## config.mk

```make
export PLATFORM = sky130hd
export DESIGN_NAME = hhmm_counter
export DESIGN_NICKNAME = d
export VERILOG_FILES = /design/src/rtl/hhmm_pkg.sv /design/src/rtl/mod_counter.sv /design/src/rtl/hhmm_counter.sv
export SDC_FILE = /design/constraint.sdc
export NUM_CORES = 1
export LEC_CHECK = 0
export BUFFER_PORTS_ARGS = -buffer_cell sky130_fd_sc_hd__buf_2
export CAP_MARGIN = 20
export CORE_AREA = 3 3 40 42
export CTS_BUF_LIST = sky130_fd_sc_hd__clkbuf_4 sky130_fd_sc_hd__clkbuf_8
export CTS_CLUSTER_SIZE = 14
export DETAILED_ROUTE_END_ITERATION = 6
export DIE_AREA = 0 0 43 45
export MAX_ROUTING_LAYER = met4
export PLACE_DENSITY = 0.79
export SETUP_SLACK_MARGIN = 0.2
export SLEW_MARGIN = 20
export SYNTH_ARGS = -nofsm -noshare
export SYNTH_HDL_FRONTEND = slang
export SYNTH_SLANG_ARGS = --single-unit
```

## constraint.sdc

```tcl
create_clock -name clk_i -period 2.2 [get_ports clk_i]
set_clock_uncertainty 0.15 [all_clocks]
set_input_delay 0.22 -clock clk_i [delete_from_list [all_inputs] [get_ports clk_i]]
set_output_delay 0.22 -clock clk_i [all_outputs]
set_load 0.05 [all_outputs]
```

## src/rtl/hhmm_pkg.sv

```systemverilog
package hhmm_pkg;

  typedef enum logic [1:0] {
    STEP_HOLD = 2'd0,
    STEP_INC  = 2'd1,
    STEP_WRAP = 2'd2,
    STEP_CLR  = 2'd3
  } step_e;

  function automatic int unsigned cnt_width(input int unsigned modulus);
    return (modulus < 2) ? 1 : $clog2(modulus);
  endfunction

endpackage

```

## src/rtl/mod_counter.sv

```systemverilog
module mod_counter
  import hhmm_pkg::*;
#(
  parameter int unsigned MOD = 60,
  localparam int unsigned W  = cnt_width(MOD)
) (
  input  logic         clk_i,
  input  logic         rst_ni,
  input  logic         clr_i,
  input  logic         en_i,
  output logic [W-1:0] cnt_o,
  output logic         max_o
);

  localparam logic [W-1:0] TOP = W'(MOD - 1);

  logic [W-1:0] cnt_q, cnt_d;
  logic         at_top;
  step_e        step;

  assign at_top = (cnt_q == TOP);

  always_comb begin
    if (clr_i)            step = STEP_CLR;
    else if (!en_i)       step = STEP_HOLD;
    else if (at_top)      step = STEP_WRAP;
    else                  step = STEP_INC;
  end

  always_comb begin
    unique case (step)
      STEP_INC:  cnt_d = cnt_q + 1'b1;
      STEP_WRAP,
      STEP_CLR:  cnt_d = '0;
      default:   cnt_d = cnt_q;
    endcase
  end

  always_ff @(posedge clk_i or negedge rst_ni) begin
    if (!rst_ni) cnt_q <= '0;
    else         cnt_q <= cnt_d;
  end

  assign cnt_o = cnt_q;
  // flag is qualified by the incoming enable so it can feed the next stage directly
  assign max_o = en_i & at_top;

endmodule

```

## src/rtl/hhmm_counter.sv

```systemverilog
module hhmm_counter
  import hhmm_pkg::*;
#(
  parameter int unsigned MIN_MOD = 60,
  parameter int unsigned HR_MOD  = 24,
  localparam int unsigned MIN_W  = cnt_width(MIN_MOD),
  localparam int unsigned HR_W   = cnt_width(HR_MOD)
) (
  input  logic             clk_i,
  input  logic             rst_ni,
  input  logic             clr_i,
  input  logic             ce_i,
  output logic [MIN_W-1:0] min_o,
  output logic [HR_W-1:0]  hr_o,
  output logic             min_max_o,
  output logic             hr_max_o
);

  logic min_carry;
  logic hr_carry;

  mod_counter #(.MOD(MIN_MOD)) u_min (
    .clk_i  (clk_i),
    .rst_ni (rst_ni),
    .clr_i  (clr_i),
    .en_i   (ce_i),
    .cnt_o  (min_o),
    .max_o  (min_carry)
  );

  mod_counter #(.MOD(HR_MOD)) u_hr (
    .clk_i  (clk_i),
    .rst_ni (rst_ni),
    .clr_i  (clr_i),
    .en_i   (min_carry),
    .cnt_o  (hr_o),
    .max_o  (hr_carry)
  );

  assign min_max_o = min_carry;
  assign hr_max_o  = hr_carry;

endmodule

```

==> summary.txt, run 1 <==
Run status
  • Status: finished, final reports clean

Final layout
  • Layout Nets: just under 90
  • Final non-filler cell area: 797 sq um
  • Post-layout util: between 60 and 70%
  • Antenna diode count: 0
  • Multi-input gate area: 367 sq um
  • P&R area growth vs syn: 23.9%
  • Filler cells: ~120
  • Seq. cell area: 275 sq um
  • Share of cells above drive strength 1: 32.9%

STA
  • Worst-Margin Slew: roughly 0.36 ns
  • Final worst slack: 0.313 ns
  • Final Setup Violations: 0
  • Setup TNS: 0 ns
  • RSZ-0062 raised after global routing: no
  • Max Freq: 0.530 GHz
  • Slew Viols, Final: 0
  • Final Cycle Share: between 80% and 90%
  • Slew margin rel.: 76.2%
  • Final Hold Fails: 0
  • Tmin final: approximately 1.9 ns

Die
  • Die height: about 45 um
  • Boundary pin count: 17
  • Die X: ~43 um
  • Starting Density: 50.0%
  • # rows: 13
  • Die area: 1940 sq um
  • CORE AREA: 1280 sq um

Setup path
  • Reg2reg start: u_min.cnt_o[1]
  • Worst path arrival time: approximately 1.5 ns
  • Worst EP required: 1.83 ns
  • CP endpoint kind: primary output
  • R2r endpoint: u_hr.cnt_o[4]
  • Critical Path Sink: hr_max_o
  • Reg2Reg Setup Slack: 0.47 ns
  • Startpoint type of the worst setup path: flip-flop
  • Crit. Startpoint: u_min.cnt_o[1]
  • Crit-path cells: ha_2 -> nand3_4 -> nor3_4 -> buf_4
  • Worst setup path category: reg2out
  • R2R depth: 4
  • CP peak stage delay: 0.40 ns
  • CP max-delay cell: dfrtp_1
  • Largest fanout on the critical path: 14

Power
  • P_leak: ~0.4 nW
  • Power per Cell Area: 498 nW/um^2
  • Peak VDD IR: 0.000277 V

Logic synthesis
  • Synthesized cell area: 643 sq um
  • Post-synthesis register bit count: 11
  • Sequential-to-total area share from yosys stat: about 43%
  • Library cells used by synthesis: 27
  • Top cells by count, synth: dfrtp_1 (11), a21oi_1 (6), nand2b_1 (6)
  • Dominant cell type by area after synthesis: dfrtp_1
  • Ranking of synthesized cells by area: dfrtp_1 (43%), nand2b_1 (5.8%), a21oi_1 (4.7%), ha_1 (3.9%), o21ai_0 (3.9%)
  • Syn nets: 69
  • Synthesized instance count: 63
  • Most instantiated library cell after synthesis: dfrtp_1
  • Post-synth top flop: dfrtp_1
  • Post-synth top area share: 42.8%
  • Post-synthesis area per instance: approximately 10 sq um
  • Post-synth EDFFs: 0
  • Yosys warning total: 0
  • Synth async-reset ratio: 100%

Place
  • Pre-CTS WS: 0.365 ns
  • Post-DP HPWL: 971 um
  • Gpl congestion: 0.756
  • Area post-placement: 734 sq um
  • Port Buffer Count: 16

Routing
  • Post-route ant nets: 0
  • DR DRC count: 0
  • Drt initial violations: 21
  • Via density: 5.67
  • Initial DRT Pass Iterations: 4
  • Vias: 550
  • Final WL: roughly 1300 um
  • Routed WL per cell: 13.9 um

Clock network
  • Worst-path clk slew: 0.07 ns
  • # H-tree levels: 1
  • TritonCTS Buffers: 3
  • CTS tree: done
  • Clock buffer depth: 2
  • Root buffer cell: clkbuf_4
  • Clock sink total: 11
  • Worst skew pair latency: 0.26 ns

Flow run
  • # Max-Cap Violations: 0

Global route
  • GRT overflow: 0
  • Vias in the first global route: between 500 and 600
  • Initial antenna violation count: 0
  • Tot GR Track Use: between 15 and 20%
  • First-pass GRT wire length: ~2500 um
  • Largest net degree at the start of global routing: 15

Min path
  • Hold Crit Class: in2reg
==> per-stage QoR <==
step / std cells / power [mW] / hold slack, ns
detailed placement: 91 / 0.245 / -0.0504
global route: 97 / 0.416 / 0.173
finish: 97 / 0.397 / 0.140
floorplan: 63 / 0.232 / -0.226
CTS: 96 / 0.397 / 0.135
global placement: 91 / 0.245 / -0.0499
==> state kept, by name, indices dropped and copies added, names as in the netlist <==
name	count
u_hr.cnt_o	5
u_min.cnt_o	6
==> logic make-up after synthesis <==
| family | share of synthesized area (%) |
|---|---|
| simple gates | 27.4 |
| compound gates | 16.9 |
| flops | 42.8 |
| buf+inv | 4.67 |
| xor+xnor | 2.72 |
| fa+ha+maj | 3.89 |
| mux | 1.56 |
==> per-layer routing <==
metal | track usage [%] | routed length, um
met5 | - | 0
met2 | 25.7 | 635
met4 | 9.04 | 19
met3 | 2.79 | 66
met1 | 23.3 | 626
==> layout make-up <==
class                           instances  area share (%)
Clock buffer                            4            3.77
Timing Repair Buffer                   18            12.9
Multi-Input combinational cell         48            46.0
Sequential cell                        11            34.5
Tap cell                               15            2.35
Inverter                                1           0.471
==> repair_timing <==
| item | 4_1_cts | 5_1_grt |
|---|---|---|
| hold buffers | 1 | 0 |
| setup buffers | 0 | 1 |
| setup endpoints to repair | 2 | 2 |
| resized for setup | 1 | 5 |
| hold endpoints to repair | 11 | 0 |
==> where the power goes <==
group | leakage [nW] | total [mW] | internal (mW) | switching [mW]
Combinational | 0.218 | 0.0379 | 0.0128 | 0.0251
Clock | 0.0184 | 0.152 | 0.0824 | 0.0698
Sequential | 0.152 | 0.207 | 0.205 | 0.00243
Total | 0.389 | 0.397 | 0.300 | 0.0974
==> worst min path at each step <==
| stage | start | end | cells past startpoint |
|---|---|---|---|
| after floorplan | rst_ni | u_hr.cnt_o[0] | 0 |
| after global placement | rst_ni | u_min.cnt_o[5] | 1 |
| after detailed placement | rst_ni | u_min.cnt_o[4] | 1 |
| after CTS | clr_i | u_hr.cnt_o[0] | 2 |
| after global routing | clr_i | u_min.cnt_o[4] | 2 |
| final | clr_i | u_hr.cnt_o[0] | 2 |
==> critical path, delay by kind of cell, from the launching register on <==
family                     cells  cell delay, ns
DFF                            1            0.40
adders and majority gates      1            0.23
and+or+nand+nor                2            0.40
buffers and inverters          1            0.22
==> cell usage in the layout, fill, tap and decap left out <==
cell | netlist | routed
buf_2 | 0 | 14
dfrtp_1 | 11 | 11
nand2b_1 | 6 | 6
a21oi_1 | 6 | 6
o21ai_0 | 5 | 5
clkbuf_4 | 0 | 4
nor3_1 | 4 | 3
nand2_1 | 3 | 3
buf_4 | 0 | 3
xor2_1 | 2 | 2
o31ai_1 | 2 | 2
or4_1 | 2 | 2
or4b_1 | 2 | 2
nand3_4 | 0 | 1
nand3b_4 | 1 | 1
nor2_4 | 0 | 1
nand4b_1 | 1 | 1
nor3_4 | 0 | 1
o2111ai_1 | 1 | 1
o211ai_1 | 1 | 1
nor2b_1 | 1 | 1
a311o_1 | 1 | 1
nand3_1 | 1 | 1
mux2i_1 | 1 | 1
inv_1 | 1 | 1
nor2_1 | 2 | 1
or3b_1 | 1 | 1
or3_1 | 1 | 1
a211oi_2 | 1 | 1
ha_1 | 2 | 1
ha_2 | 0 | 1
dlygate4sd3_1 | 0 | 1
Note: power is estimated with default switching activity, not from simulation.
==> run 2: changes to the inputs <==
==> constraint.sdc (replaced) <==
create_clock -name clk_i -period 2.2 [get_ports clk_i]
set_clock_uncertainty 0.15 [all_clocks]
set_input_delay 0.22 -clock clk_i [delete_from_list [all_inputs] [get_ports clk_i]]
set_output_delay 0.22 -clock clk_i [all_outputs]
set_load 0.01 [all_outputs]
==> summary.txt, run 2 (same netlist as run 1, synthesis figures left out) <==
Run status
  • Status: finished, final reports clean

Setup path
  • Largest fanout on the critical path: 14 (unchanged)
  • Startpoint type of the worst setup path: flip-flop
  • Reg2Reg Setup Slack: 0.47 ns (about the same)
  • Worst setup path category: reg2out
  • CP peak stage delay: 0.41 ns (about the same)
  • Reg2reg start: u_min.cnt_o[0]
  • Crit-path cells: ha_1 -> nand3_4 -> nor3_1 -> buf_2
  • Worst EP required: 1.83 ns (about the same)
  • Crit. Startpoint: u_min.cnt_o[0]
  • Worst path arrival time: 1.46 ns (-0.06 ns)
  • CP endpoint kind: primary output
  • CP max-delay cell: dfrtp_1

Die
  • Die area: 1940 sq um (unchanged)
  • Die height: 45 um (unchanged)
  • CORE AREA: 1280 sq um (unchanged)
  • Starting Density: 50.0% (unchanged)
  • # rows: 13 (unchanged)
  • Boundary pin count: 17 (unchanged)
  • Die X: 43 um (unchanged)

STA
  • Slew Viols, Final: 0 (unchanged)
  • Final Setup Violations: 0 (unchanged)
  • Slew margin rel.: 78.1% (+1.9 points)
  • Max Freq: 0.547 GHz (+3.2%)
  • Final Cycle Share: 83.1% (-2.7 points)
  • Final worst slack: 0.372 ns (+0.0586 ns)
  • Worst-Margin Slew: 0.329 ns (-0.0283 ns)
  • RSZ-0062 raised after global routing: no
  • Setup TNS: 0 ns (unchanged)
  • Tmin final: 1.83 ns (-0.0586 ns)
  • Final Hold Fails: 0 (unchanged)

Final layout
  • Commonest non-fill, non-tap cell in the layout: buf_2
  • Final non-filler cell area: 771 sq um (-3.3%)
  • Layout Nets: 88 (-1.1%)
  • Max FFs per register: 6 (unchanged)
  • Share of cells above drive strength 1: 29.6% (-3.3 points)
  • P&R area growth vs syn: 19.8%
  • Most frequent cells in the layout: buf_2 (16), dfrtp_1 (11), nand2b_1 (6), a21oi_1 (6), o21ai_0 (5)
  • Post-layout util: 60.0% (-2.0 points)
  • Antenna diode count: 0 (unchanged)
  • Final std cells w/o fill: 96 (-1.0%)
  • Filler cells: 125 (+5.0%)

Global route
  • Initial antenna violation count: 0 (unchanged)
  • First-pass GRT wire length: 2190 um (-11%)
  • GRT overflow: 0 (unchanged)
  • Vias in the first global route: 507 (-7.1%)
  • Tot GR Track Use: 15.4% (-2.1 points)
  • Largest net degree at the start of global routing: 15 (unchanged)

Routing
  • Initial DRT Pass Iterations: 4 (unchanged)
  • Routed WL per cell: 12.7 um (-8.6%)
  • Drt initial violations: 5 (-76%)
  • DR DRC count: 0 (unchanged)
  • Final WL: 1220 um (-9.6%)
  • Vias: 551 (+0.18%)
  • Via density: 5.74 (+1.2%)
  • Post-route ant nets: 0 (unchanged)

Clock network
  • Clock buffer depth: 2 (unchanged)
  • Worst skew pair latency: 0.26 ns (about the same)
  • CTS tree: done
  • Clock sink total: 11 (unchanged)
  • Post-CTS Setup Bufs: 0 (unchanged)
  • Root buffer cell: clkbuf_4
  • # H-tree levels: 1 (unchanged)
  • TritonCTS Buffers: 3 (unchanged)
  • Worst-path clk slew: 0.07 ns (about the same)

Min path
  • Min-delay src: clr_i
  • Hold Crit Class: in2reg

Power
  • Power per Cell Area: 492 nW/um^2 (-1.3%)
  • Clk pwr share: 38.3% (about the same)
  • Peak VDD IR: 0.000251 V (-9.2%)
  • Internal: 298 uW (-0.69%)
  • P_leak: 0.369 nW (-4.9%)
  • Combinational share of power: 6.9% (-2.6 points)
  • Sequential share of power: 54.8% (+2.7 points)
  • Sw Share: 21.5% (-3.0 points)
  • P_sw: 81.5 uW (-16%)

Flow run
  • # Max-Cap Violations: 0 (unchanged)

Place
  • Post-DP HPWL: 895 um (-7.8%)
  • Area post-placement: 716 sq um (-2.6%)
  • Port Buffer Count: 16 (unchanged)
  • Pre-CTS WS: 0.455 ns (+0.0893 ns)
  • DP Cell Count: 91 (unchanged)
  • Gpl congestion: 0.777 (+2.8%)
run 2: cell count changes in the layout (fill, tap and decap cells not counted):
cell,change
nor3_1,+1
ha_1,+1
ha_2,-1
buf_2,+2
nor3_4,-1
buf_4,-3
run 2: power by group through the flow:
| stage | Clock [mW] | Sequential (mW) | Combinational [mW] |
|---|---|---|---|
| floorplan | 0 | 0.213 | 0.0107 |
| global placement | 0 | 0.211 | 0.0249 |
| detailed placement | 0 | 0.212 | 0.0246 |
| CTS | 0.154 | 0.208 | 0.0261 |
| global route | 0.170 | 0.209 | 0.0299 |
| finish | 0.145 | 0.208 | 0.0260 |
run 2: stage by stage:
stage | hold slack [ns] | power, mW
floorplan | -0.226 | 0.224
global placement | -0.0493 | 0.236
detailed placement | -0.0476 | 0.237
CTS | 0.141 | 0.387
global route | 0.153 | 0.409
finish | 0.149 | 0.379
run 2: cell type report:
class,instances,area [sq um],share of cell area (%)
Timing Repair Buffer,17,90.1,11.7
Tap cell,15,18.8,2.44
Clock buffer,4,30.0,3.90
Sequential cell,11,275,35.7
Multi-Input combinational cell,48,353,45.8
Inverter,1,3.75,0.487
run 2: path summary, 6_finish.rpt:
kind                                  end  cells past startpoint
max                              hr_max_o                      4
min                        u_min.cnt_o[4]                      2
max reg2reg                 u_hr.cnt_o[4]                      4
min reg2reg                u_min.cnt_o[1]                      2
max in group asynchronous   u_hr.cnt_o[1]                      2
min in group asynchronous  u_min.cnt_o[2]                      2
run 2: routing by layer:
layer / routed length (um) / GRT usage, % / part of all wire, %
met1: 555 / 21.0 / 46
met2: 572 / 21.6 / 47
met3: 79 / 3.59 / 6.5
met4: 11 / 7.23 / 0.90
met5: 0 / - / 0
run 2: timing repair:
item,CTS,global route
setup endpoints to repair,1,2
hold endpoints to repair,11,0
hold buffers,1,0
resized for setup,1,2
run 2: critical path, delay by kind of cell, from the launching register on:
kind	cells	cell delay, ns
fa+ha+maj	1	0.23
buf+inv	1	0.16
flops	1	0.41
simple gates	2	0.40
